$ cat src/rtl/fetch_split_front.sv
module fetch_split_front #(
  parameter int AW = 32,
  parameter int IW = 32,
  parameter int DEPTH = 4,
  parameter int STEP = 4,
  parameter logic [AW-1:0] RESET_PC = 'h100
) (
  input  logic          clk,
  input  logic          rst_n,
  input  logic          redir_valid,
  input  logic [AW-1:0] redir_pc,
  output logic          imem_req_valid,
  input  logic          imem_req_ready,
  output logic [AW-1:0] imem_req_addr,
  input  logic          imem_rsp_valid,
  output logic          imem_rsp_ready,
  input  logic [IW-1:0] imem_rsp_data,
  input  logic          hazard_stall,
  output logic          out_valid,
  input  logic          out_ready,
  output logic [AW-1:0] out_pc,
  output logic [AW-1:0] out_pred_pc,
  output logic          out_epoch,
  output logic [IW-1:0] out_instr
);
  localparam int PW = (DEPTH > 1) ? $clog2(DEPTH) : 1;
  localparam int CW = $clog2(DEPTH + 1);
  localparam logic [AW-1:0] STEP_V = AW'(STEP);
  localparam logic [PW-1:0] LAST = PW'(DEPTH - 1);

  logic [AW-1:0] pc_q;
  logic          epoch_q;
  logic [AW-1:0] trk_pc   [DEPTH];
  logic [AW-1:0] trk_pred [DEPTH];
  logic [DEPTH-1:0] trk_ep;
  logic [PW-1:0] wr_ptr, rd_ptr;
  logic [CW-1:0] count;

  wire trk_full  = (count == CW'(DEPTH));
  wire trk_empty = (count == '0);
  wire req_fire  = imem_req_valid && imem_req_ready;
  wire live_ep   = epoch_q ^ redir_valid;
  wire head_stale = trk_ep[rd_ptr] != live_ep;
  wire pop       = imem_rsp_valid && imem_rsp_ready;

  assign imem_req_valid = !trk_full;
  assign imem_req_addr  = pc_q;
  assign imem_rsp_ready = !trk_empty && (head_stale || (!hazard_stall && out_ready));
  assign out_valid      = !trk_empty && imem_rsp_valid && !head_stale && !hazard_stall;
  assign out_pc         = trk_pc[rd_ptr];
  assign out_pred_pc    = trk_pred[rd_ptr];
  assign out_epoch      = trk_ep[rd_ptr];
  assign out_instr      = imem_rsp_data;

  always_ff @(posedge clk) begin
    if (!rst_n) begin
      pc_q    <= RESET_PC;
      epoch_q <= 1'b0;
    end else if (redir_valid) begin
      pc_q    <= redir_pc;
      epoch_q <= ~epoch_q;
    end else if (req_fire) begin
      pc_q    <= pc_q + STEP_V;
    end
  end

  always_ff @(posedge clk) begin
    if (!rst_n) begin
      wr_ptr <= '0;
      rd_ptr <= '0;
      count  <= '0;
      trk_ep <= '0;
    end else begin
      if (req_fire) begin
        trk_pc[wr_ptr]   <= pc_q;
        trk_pred[wr_ptr] <= pc_q + STEP_V;
        trk_ep[wr_ptr]   <= epoch_q;
        wr_ptr <= (wr_ptr == LAST) ? '0 : wr_ptr + 1'b1;
      end
      if (pop) rd_ptr <= (rd_ptr == LAST) ? '0 : rd_ptr + 1'b1;
      if (req_fire && !pop) count <= count + 1'b1;
      else if (pop && !req_fire) count <= count - 1'b1;
    end
  end
endmodule

$ cat config.mk
export PLATFORM = sky130hd
export DESIGN_NAME = fetch_split_front
export DESIGN_NICKNAME = d
export VERILOG_FILES = /design/src/rtl/fetch_split_front.sv
export SDC_FILE = /design/constraint.sdc
export NUM_CORES = 1
export LEC_CHECK = 0
export CAP_MARGIN = 0
export CORE_MARGIN = 4
export CORE_UTILIZATION = 57
export CTS_CLUSTER_DIAMETER = 40
export DETAILED_ROUTE_END_ITERATION = 16
export PLACE_DENSITY = 0.83
export REMOVE_ABC_BUFFERS = 1
export SYNTH_ARGS = -nofsm -noshare
export SYNTH_HDL_FRONTEND = slang
export SYNTH_SLANG_ARGS = --single-unit
$ cat constraint.sdc
create_clock -name clk -period 5.6 [get_ports clk]
set_clock_uncertainty 0.05 [all_clocks]
set_input_delay 0.84 -clock clk [delete_from_list [all_inputs] [get_ports clk]]
set_output_delay 0.84 -clock clk [all_outputs]
set_load 0.01 [all_outputs]
==> flow_summary.ini, run 1 <==
[synthesis]
async_flop_share_pct = 0
synth_area_leaders = edfxtp_1, mux4_2, dfxtp_1, xnor2_1, buf_4
netlist.area_leader.share_pct = 61.8
yosysWarnings = 0
ys_ff_latch = 294
synth_area_leader_cell = edfxtp_1
synth_cells = 711
avgSynthCellArea_sq_um = 16.9
seq_area_frac_synth_pct = 69.5
dominantRegCellSynth = edfxtp_1
syn_area_sq_um = 12000
ys_types = 37
synth_edf_count = 248

[clocking]
cts_root_buf = clkbuf_16
holdBufCountCts = 0
htreeDepth = 2
cts_buffers = 35
clk_path_buf_depth = 3
post-cts-setup-buffers = 0
clk_pin_slew_ns = 0.06
numClockSinks = 294
cts_resized = 0
cts_tree = done
clk_latency_ns = 0.50

[finish]
n_antenna_cell = 0
seqCellArea_sq_um = 8370
drive_above_1_share_pct = 16.5
fin_nets = 904
multiInputGateArea_sq_um = 3230
synthToLayoutAreaGrowth_pct = 21.2
fill_cells = 1225

[sta]
slew_headroom_pct = 28.1
tightest_slew_ns = 1.08
fmax_ghz = 0.256
fin_tns_setup_ns = 0
fin_crit_sh_pct = 69.7
fin_crit_ns = 3.90
slew_violations = 0
rsz0062_at_grt = false
hold_viol_final = 0
setup_viol_count_final = 0

[grt]
grt_util_all_layers_pct = 23.6
grt_pass1_vias = 7201
grt_max_degree = 52
grt_overflow_total = 0
grt_first_pass_wirelength_um = 42900
antenna_found_initial = 0

[setup_path]
cp-start-kind = flop
critPathKind = flop to primary output
cp.required_ns = 4.71
path_max_fanout = 51
cp_data_arrival_time_ns = 3.01
worstSetupEndpointType = primary output

[route]
drt-total-wl_um = 27600
drc = 0
first_pass_iters = 5
drt-wirelength-per-cell_um = 24.6
vias_per_cell = 6.16
ant_nets = 0
drt_iter0_drc = 688
num_vias = 6908

[power]
p_comb_share_pct = 16.4
power.density_nw_per_um2 = 400
pwr-share-seq_pct = 45.9
ir_drop_uv = 221
p_clk_share_pct = 37.7
finalPower_mw = 5.84
p_leak_nw = 4.81
p_switching_mw = 1.45
swShare_pct = 24.8
intPower_mw = 4.40

[floorplan]
start_util_pct = 58.8
row_count = 52
die_x_um = 153
die_y_um = 153
core_sq_um = 20500
num_io_pins = 203
die_area_sq_um = 23500

[placed_design]
place_hpwl_um = 17600
port_buffers = 138
gp_congestion = 0.835

[hold_path]
hold_class = flop to flop

[flow_run]
cap_violations = 0

[run_status]
status = completed
critical path, stage by stage (launching register included):
cell and delay [ns]:
dfxtp_4 1.01, buf_4 0.41, mux4_2 0.55, clkdlybuf4s50_1 0.53
Yosys cell counts (2+ instances only):
cell type and number:
a21boi_0 2, a21oi_1 24, and2_1 6, and3_1 7, and4_1 5, buf_2 10, buf_4 34, clkbuf_1 26
dfxtp_1 46, edfxtp_1 248, ha_1 7, inv_1 9, mux2i_1 9, mux4_2 63, nand2_1 26, nand2b_1 5
nand3_1 19, nand4_1 12, nor2_1 17, nor2b_1 9, nor3_1 15, nor4_1 5, nor4_2 3, o211a_1 5
o21ai_0 28, or3_1 3, xnor2_1 36, xor2_1 23
placed cells by master (no fill, tap or decap), types with 9 or more instances in the layout:
master and n:
clkdlybuf4s50_1 138, edfxtp_1 248, dfxtp_1 44, xor2_1 23, mux4_2 63, buf_4 10
nand3_1 19, nor3_1 15, o21ai_0 28, a21oi_1 24, xnor2_1 36, nor2_1 17
clkbuf_16 38, inv_1 9, nor2b_1 9, mux2i_1 9, nand2_1 26, nand4_1 12
state kept, by name (all words and copies together) (netlist names), named ones only:
name           cells
trk_pred         120
rd_ptr             2
trk_ep             4
count              3
trk_pc           128
epoch_q            1
imem_req_addr     32
wr_ptr             2
layer usage:
| layer | global-route usage (%) | up-vias | wire, um |
|---|---|---|---|
| met5 | 0.414 | - | 0 |
| met4 | 5.93 | 0 | 554 |
| met3 | 6.47 | 48 | 2410 |
| met2 | 38.3 | 354 | 13700 |
| met1 | 32.1 | 3555 | 10900 |
| li1 | - | 2951 | - |
kinds of logic (layout without fill, tap and decap cells):
| logic type | Yosys count | count (layout) | synth area share (%) |
|---|---|---|---|
| compound gates | 60 | 60 | 2.75 |
| mux | 73 | 73 | 12.6 |
| simple gates | 136 | 136 | 6.20 |
| fa+ha+maj | 8 | 8 | 0.893 |
| flops | 294 | 294 | 69.5 |
| buf+inv | 81 | 221 | 3.75 |
| xor+xnor | 59 | 59 | 4.29 |
layout make-up:
| cell class | instances | share of cell area [%] |
|---|---|---|
| clock buffer | 47 | 6.82 |
| timing repair buffer | 149 | 10.1 |
| clock inverter | 16 | 1.03 |
| tap | 270 | 2.31 |
| multi-input combinational | 336 | 22.1 |
| sequential | 294 | 57.4 |
| inverter | 9 | 0.231 |
metrics by stage:
step	hold WS [ns]	cells	setup slack [ns]	area (sq um)	util [%]
floorplan	0.423	639	1.34	11600	-
global placement	0.442	1058	1.78	13400	65.6
detailed placement	0.458	1058	1.64	13400	65.6
CTS	0.470	1121	1.56	14600	71.2
global route	0.502	1121	1.45	14600	71.2
finish	0.474	1121	1.70	14600	71.2
final timing paths:
kind	to	startpoint	slack (ns)	cells past startpoint
setup / recovery	out_pred_pc[29]	flop	1.70	3
hold / removal	trk_ep[0]$_SDFFE_PN0P_	trk_ep[0]$_SDFFE_PN0P_	0.47	2
setup reg to reg	trk_pc[1][31]$_DFFE_PP_	count[0]$_SDFFE_PN0P_	2.41	5
hold reg to reg	trk_ep[0]$_SDFFE_PN0P_	trk_ep[0]$_SDFFE_PN0P_	0.47	2
power groups by stage:
stage               clock [mW]  sequential (mW)  combinational (mW)
floorplan                    0             2.70               0.498
global placement             0             2.72               0.934
detailed placement           0             2.73               0.955
CTS                       2.22             2.69               0.966
global route              2.32             2.71                1.02
finish                    2.20             2.68               0.956
(Power assumes the default switching activity.)
==> run 2: changes to the inputs <==
CORE_UTILIZATION = 53   (was 57)
PLACE_DENSITY = 0.78   (was 0.83)
clock period = 4 ns   (was 5.6 ns; I/O delays follow)
==> run 2 against run 1 <==
Effect of this change:
- worst setup slack got worse by 0.92 ns
- die area increased by 7.1%
- wire length down 1.6%
- global-route usage fell by 2.5 points
- power is 42% higher
- combinational power up 49%
- utilization fell by 4.3 points
- worst hold slack lost 0.010 ns
- first-iteration DRC count rose by 16%
- non-clock buffer count rose by 10
- cell area increased by 1.3%
- clock power is 45% higher
==> flow_summary.ini, run 2 (synthesis gave the netlist of run 1 again) <==
[placed_design]
dp.cells = 1078
gp_congestion = 0.769
dpl_worst_slack_ns = 0.749
port_buffers = 138
place_hpwl_um = 17600
post_dp_cell_area_sq_um = 13600

[power]
ir_drop_uv = 344
power.density_nw_per_um2 = 562
finalPower_mw = 8.31
p_leak_nw = 4.90

[sta]
tightest_slew_ns = 0.971
setup_slack_ns = 0.774
slew_violations = 0
hold_viol_final = 0
fin_crit_ns = 3.23
setup_viol_count_final = 0
rsz0062_at_grt = false
slew_headroom_pct = 35.2
fmax_ghz = 0.310
fin_crit_sh_pct = 80.6
fin_tns_setup_ns = 0

[finish]
final_cell_mix = edfxtp_1, clkdlybuf4s50_1, mux4_2, dfxtp_1
synthToLayoutAreaGrowth_pct = 22.8
largest_reg_flops = 128
largest_register = trk_pc
fin_nets = 914
fin_cells = 1142
final_area_sq_um = 14800
layout_commonest_cell = edfxtp_1
n_antenna_cell = 0
fill_cells = 1399
drive_above_1_share_pct = 17.9

[clocking]
cts_resized = 0
holdBufCountCts = 0
cts_buffers = 35
cts_root_buf = clkbuf_16
clk_path_buf_depth = 3
cts_tree = done
htreeDepth = 2
clk_latency_ns = 0.51
numClockSinks = 294
clk_pin_slew_ns = 0.05
post-cts-setup-buffers = 0

[setup_path]
worstSetupEndpointType = primary output
path_max_fanout = 21
timing.rr.start = rd_ptr[0]$_SDFFE_PN0P_
critPathKind = flop to primary output
cp.required_ns = 3.35
cp_data_arrival_time_ns = 2.58
cp-start-kind = flop

[grt]
grt_util_all_layers_pct = 21.1
grt_first_pass_wirelength_um = 42000
antenna_found_initial = 0
grt_pass1_vias = 7141
grt_overflow_total = 0
grt_max_degree = 63

[hold_path]
hold_start = wr_ptr[1]$_SDFFE_PN0P_
hold_class = flop to flop

[route]
num_vias = 6769
drt-total-wl_um = 27100
drt_iter0_drc = 795
first_pass_iters = 6
ant_nets = 0
drt-wirelength-per-cell_um = 23.7
vias_per_cell = 5.93
drc = 0

[flow_run]
cap_violations = 0

[floorplan]
num_io_pins = 203
row_count = 54
start_util_pct = 54.5
die_area_sq_um = 25200
core_sq_um = 22100
die_y_um = 159
die_x_um = 159

[run_status]
status = completed
run 2: changes by cell type in the layout (fill, tap and decap cells not counted):
cell / before / now
clkinv_8: 0 / 1
clkbuf_1: 8 / 5
clkbuf_16: 38 / 36
buf_12: 1 / 5
clkinv_4: 2 / 1
buf_4: 10 / 16
inv_8: 4 / 0
clkbuf_8: 1 / 6
bufinv_16: 1 / 3
clkinv_2: 2 / 3
inv_6: 3 / 6
inv_4: 1 / 0
run 2: power breakdown:
| group | total (mW) | switching [mW] | internal (mW) |
|---|---|---|---|
| Combinational | 1.42 | 0.621 | 0.796 |
| Clock | 3.20 | 1.22 | 1.98 |
| Sequential | 3.69 | 0.163 | 3.53 |
run 2: final timing paths:
path,slack [ns],to,cells past startpoint
setup / recovery,0.77,out_pred_pc[22],3
setup reg to reg,1.16,count[2]$_SDFFE_PN0P_,10
hold / removal,0.46,wr_ptr[1]$_SDFFE_PN0P_,2
hold reg to reg,0.46,wr_ptr[1]$_SDFFE_PN0P_,2
run 2: per-layer routing:
metal  up-vias  global-route usage, %  routed length (um)
met1      3425                   27.9               10800
met5         -                      0                   0
met2       314                   35.6               13800
li1       2978                      -                   -
met3        52                   4.95                1970
met4         0                   5.68                 584
run 2: critical path: stages (launching register included):
cell	delay [ns]
dfxtp_4	0.63
buf_4	0.36
mux4_2	0.57
clkdlybuf4s50_1	0.50
run 2: per-stage QoR:
step | hold WS, ns | utilization [%]
after floorplan | 0.423 | -
after global placement | 0.437 | 61.5
after detailed placement | 0.453 | 61.5
after CTS | 0.460 | 66.9
after global routing | 0.511 | 66.9
final | 0.464 | 66.9
run 2: cell type report:
cell class / instances / area, sq um / share of cell area, %
multi-input combinational: 336 / 3230 / 21.8
timing repair buffer: 159 / 1600 / 10.8
inverter: 9 / 33.8 / 0.228
clock buffer: 47 / 1000 / 6.78
clock inverter: 17 / 198 / 1.34
sequential: 294 / 8370 / 56.6
tap: 280 / 350 / 2.37
==> run 3: changes to the inputs <==
clock period = 3.4 ns   (was 4 ns; I/O delays follow)
==> run 3 against run 2 <==
Effect of this change:
- register-to-register slack got worse by 0.73 ns
- first-iteration DRC count decreased by 26%
- die area stayed put
- worst setup slack got worse by 0.48 ns
- critical path depth grew 1
- critical endpoint is now out_valid
==> flow_summary.ini, run 3 (synthesis gave the netlist of run 1 again) <==
[clocking]
clk_pin_slew_ns = 0.06
cts_buffers = 37
holdBufCountCts = 0
cts_tree = done
cts_root_buf = clkbuf_16
numClockSinks = 294
post-cts-setup-buffers = 0
clk_path_buf_depth = 3
htreeDepth = 2
clk_latency_ns = 0.50
cts_resized = 0

[placed_design]
gp_congestion = 0.785
place_hpwl_um = 17100
post_dp_cell_area_sq_um = 13600
dpl_worst_slack_ns = 0.271
dp.cells = 1078
port_buffers = 138

[setup_path]
critPathLaunch = rd_ptr[0]$_SDFFE_PN0P_
cp.required_ns = 2.84
critPathKind = flop to primary output
path_max_fanout = 4
crit-reg2reg-capture = count[2]$_SDFFE_PN0P_
r2r_cells = 10
slowest_stage = mux4_2
timing.rr.start = rd_ptr[0]$_SDFFE_PN0P_
crit_chain = mux4_2 -> xnor2_1 -> nor3b_1 -> clkdlybuf4s50_1
critPathMaxStageDelay_ns = 0.57
endpoint = out_valid
worstSetupEndpointType = primary output
cp_data_arrival_time_ns = 2.55
reg2reg_slack_ns = 0.43
cp-start-kind = flop

[power]
power.density_nw_per_um2 = 666
swShare_pct = 24.7
p_clk_share_pct = 38.8
p_switching_mw = 2.44
pwr-share-seq_pct = 43.9
p_comb_share_pct = 17.3
ir_drop_uv = 457
p_leak_nw = 4.91
intPower_mw = 7.44

[route]
drt-wirelength-per-cell_um = 23.6
first_pass_iters = 7
drt_iter0_drc = 585
ant_nets = 0
vias_per_cell = 5.88
num_vias = 6723
drt-total-wl_um = 27000
drc = 0

[grt]
grt_first_pass_wirelength_um = 42000
antenna_found_initial = 0
use_met3_pct = 6.12
grt_max_degree = 63
grt-busiest-layer = met2
use_met1_pct = 26.7
grt_util_all_layers_pct = 21.3
grt_pass1_vias = 7333
grt_overflow_total = 0
grt_use_met2_pct = 36.6

[finish]
fill_cells = 1414
utilization_pct = 67.2
largest_reg_flops = 128
synthToLayoutAreaGrowth_pct = 23.2
largest_register = trk_pc
layout_commonest_cell = edfxtp_1
fin_cells = 1143
final_area_sq_um = 14800
drive_above_1_share_pct = 18.2
n_antenna_cell = 0
final_cell_mix = edfxtp_1, clkdlybuf4s50_1, mux4_2, dfxtp_1, clkbuf_16
fin_nets = 916

[run_status]
status = completed

[floorplan]
num_io_pins = 203
start_util_pct = 54.5
core_sq_um = 22100
row_count = 54
die_area_sq_um = 25200
die_x_um = 159
die_y_um = 159

[sta]
fin_crit_sh_pct = 91.3
fin_crit_ns = 3.11
rsz0062_at_grt = false
holdWs_ns = 0.478
slew_violations = 0
tightest_slew_ns = 0.693
fmax_ghz = 0.322
setup_slack_ns = 0.295
setup_viol_count_final = 0
hold_viol_final = 0
slew_headroom_pct = 53.8

[hold_path]
hold_class = flop to flop

[flow_run]
cap_violations = 0
run 3: cell count changes in the layout (fill, tap and decap cells not counted), sizes merged:
cell      previous run  this run
clkinvlp             1         3
inv                 15        18
clkinv               7         6
clkbuf              47        44
run 3: worst max-delay path: cells and delay by family (launching register included):
kind	cells	cell delay, ns
buf+inv	1	0.57
flops	1	0.39
simple gates	1	0.22
xor+xnor	1	0.29
mux	1	0.57
run 3: layout make-up:
class                           count  area [sq um]  area share [%]
Sequential cell                   294          8370            56.4
Multi-Input combinational cell    336          3230            21.8
Timing Repair Buffer              159          1630            11.0
Clock buffer                       44           982            6.62
Tap cell                          280           350            2.36
Clock inverter                     21           244            1.64
Inverter                            9          33.8           0.228
run 3: worst min-delay path by stage:
stage	startpoint	end	slack, ns	depth (start not counted)
floorplan	count[2]$_SDFFE_PN0P_	count[2]$_SDFFE_PN0P_	0.42	2
global placement	count[2]$_SDFFE_PN0P_	count[2]$_SDFFE_PN0P_	0.44	2
detailed placement	trk_ep[0]$_SDFFE_PN0P_	trk_ep[0]$_SDFFE_PN0P_	0.47	2
CTS	wr_ptr[1]$_SDFFE_PN0P_	wr_ptr[1]$_SDFFE_PN0P_	0.48	2
global route	wr_ptr[1]$_SDFFE_PN0P_	wr_ptr[1]$_SDFFE_PN0P_	0.49	2
finish	trk_ep[0]$_SDFFE_PN0P_	trk_ep[0]$_SDFFE_PN0P_	0.48	2
run 3: power groups by stage:
stage	logic [mW]	clock network, mW	registers (mW)
final	1.71	3.84	4.34
after global routing	1.83	4.08	4.37
after CTS	1.73	3.90	4.34
after detailed placement	1.72	0	4.42
after global placement	1.69	0	4.39
after floorplan	0.821	0	4.45
run 3: stage by stage:
stage                     setup TNS [ns]  total power, mW
after floorplan                   -31.77             5.27
after global placement                 0             6.08
after detailed placement               0             6.14
after CTS                              0             9.97
after global routing                   0             10.3
final                                  0             9.88
run 3: per-layer routing:
layer | share of wire, % | wire length (um)
met5 | 0 | 0
met4 | 2.4 | 643
met1 | 38 | 10400
met2 | 50 | 13600
met3 | 8.9 | 2400
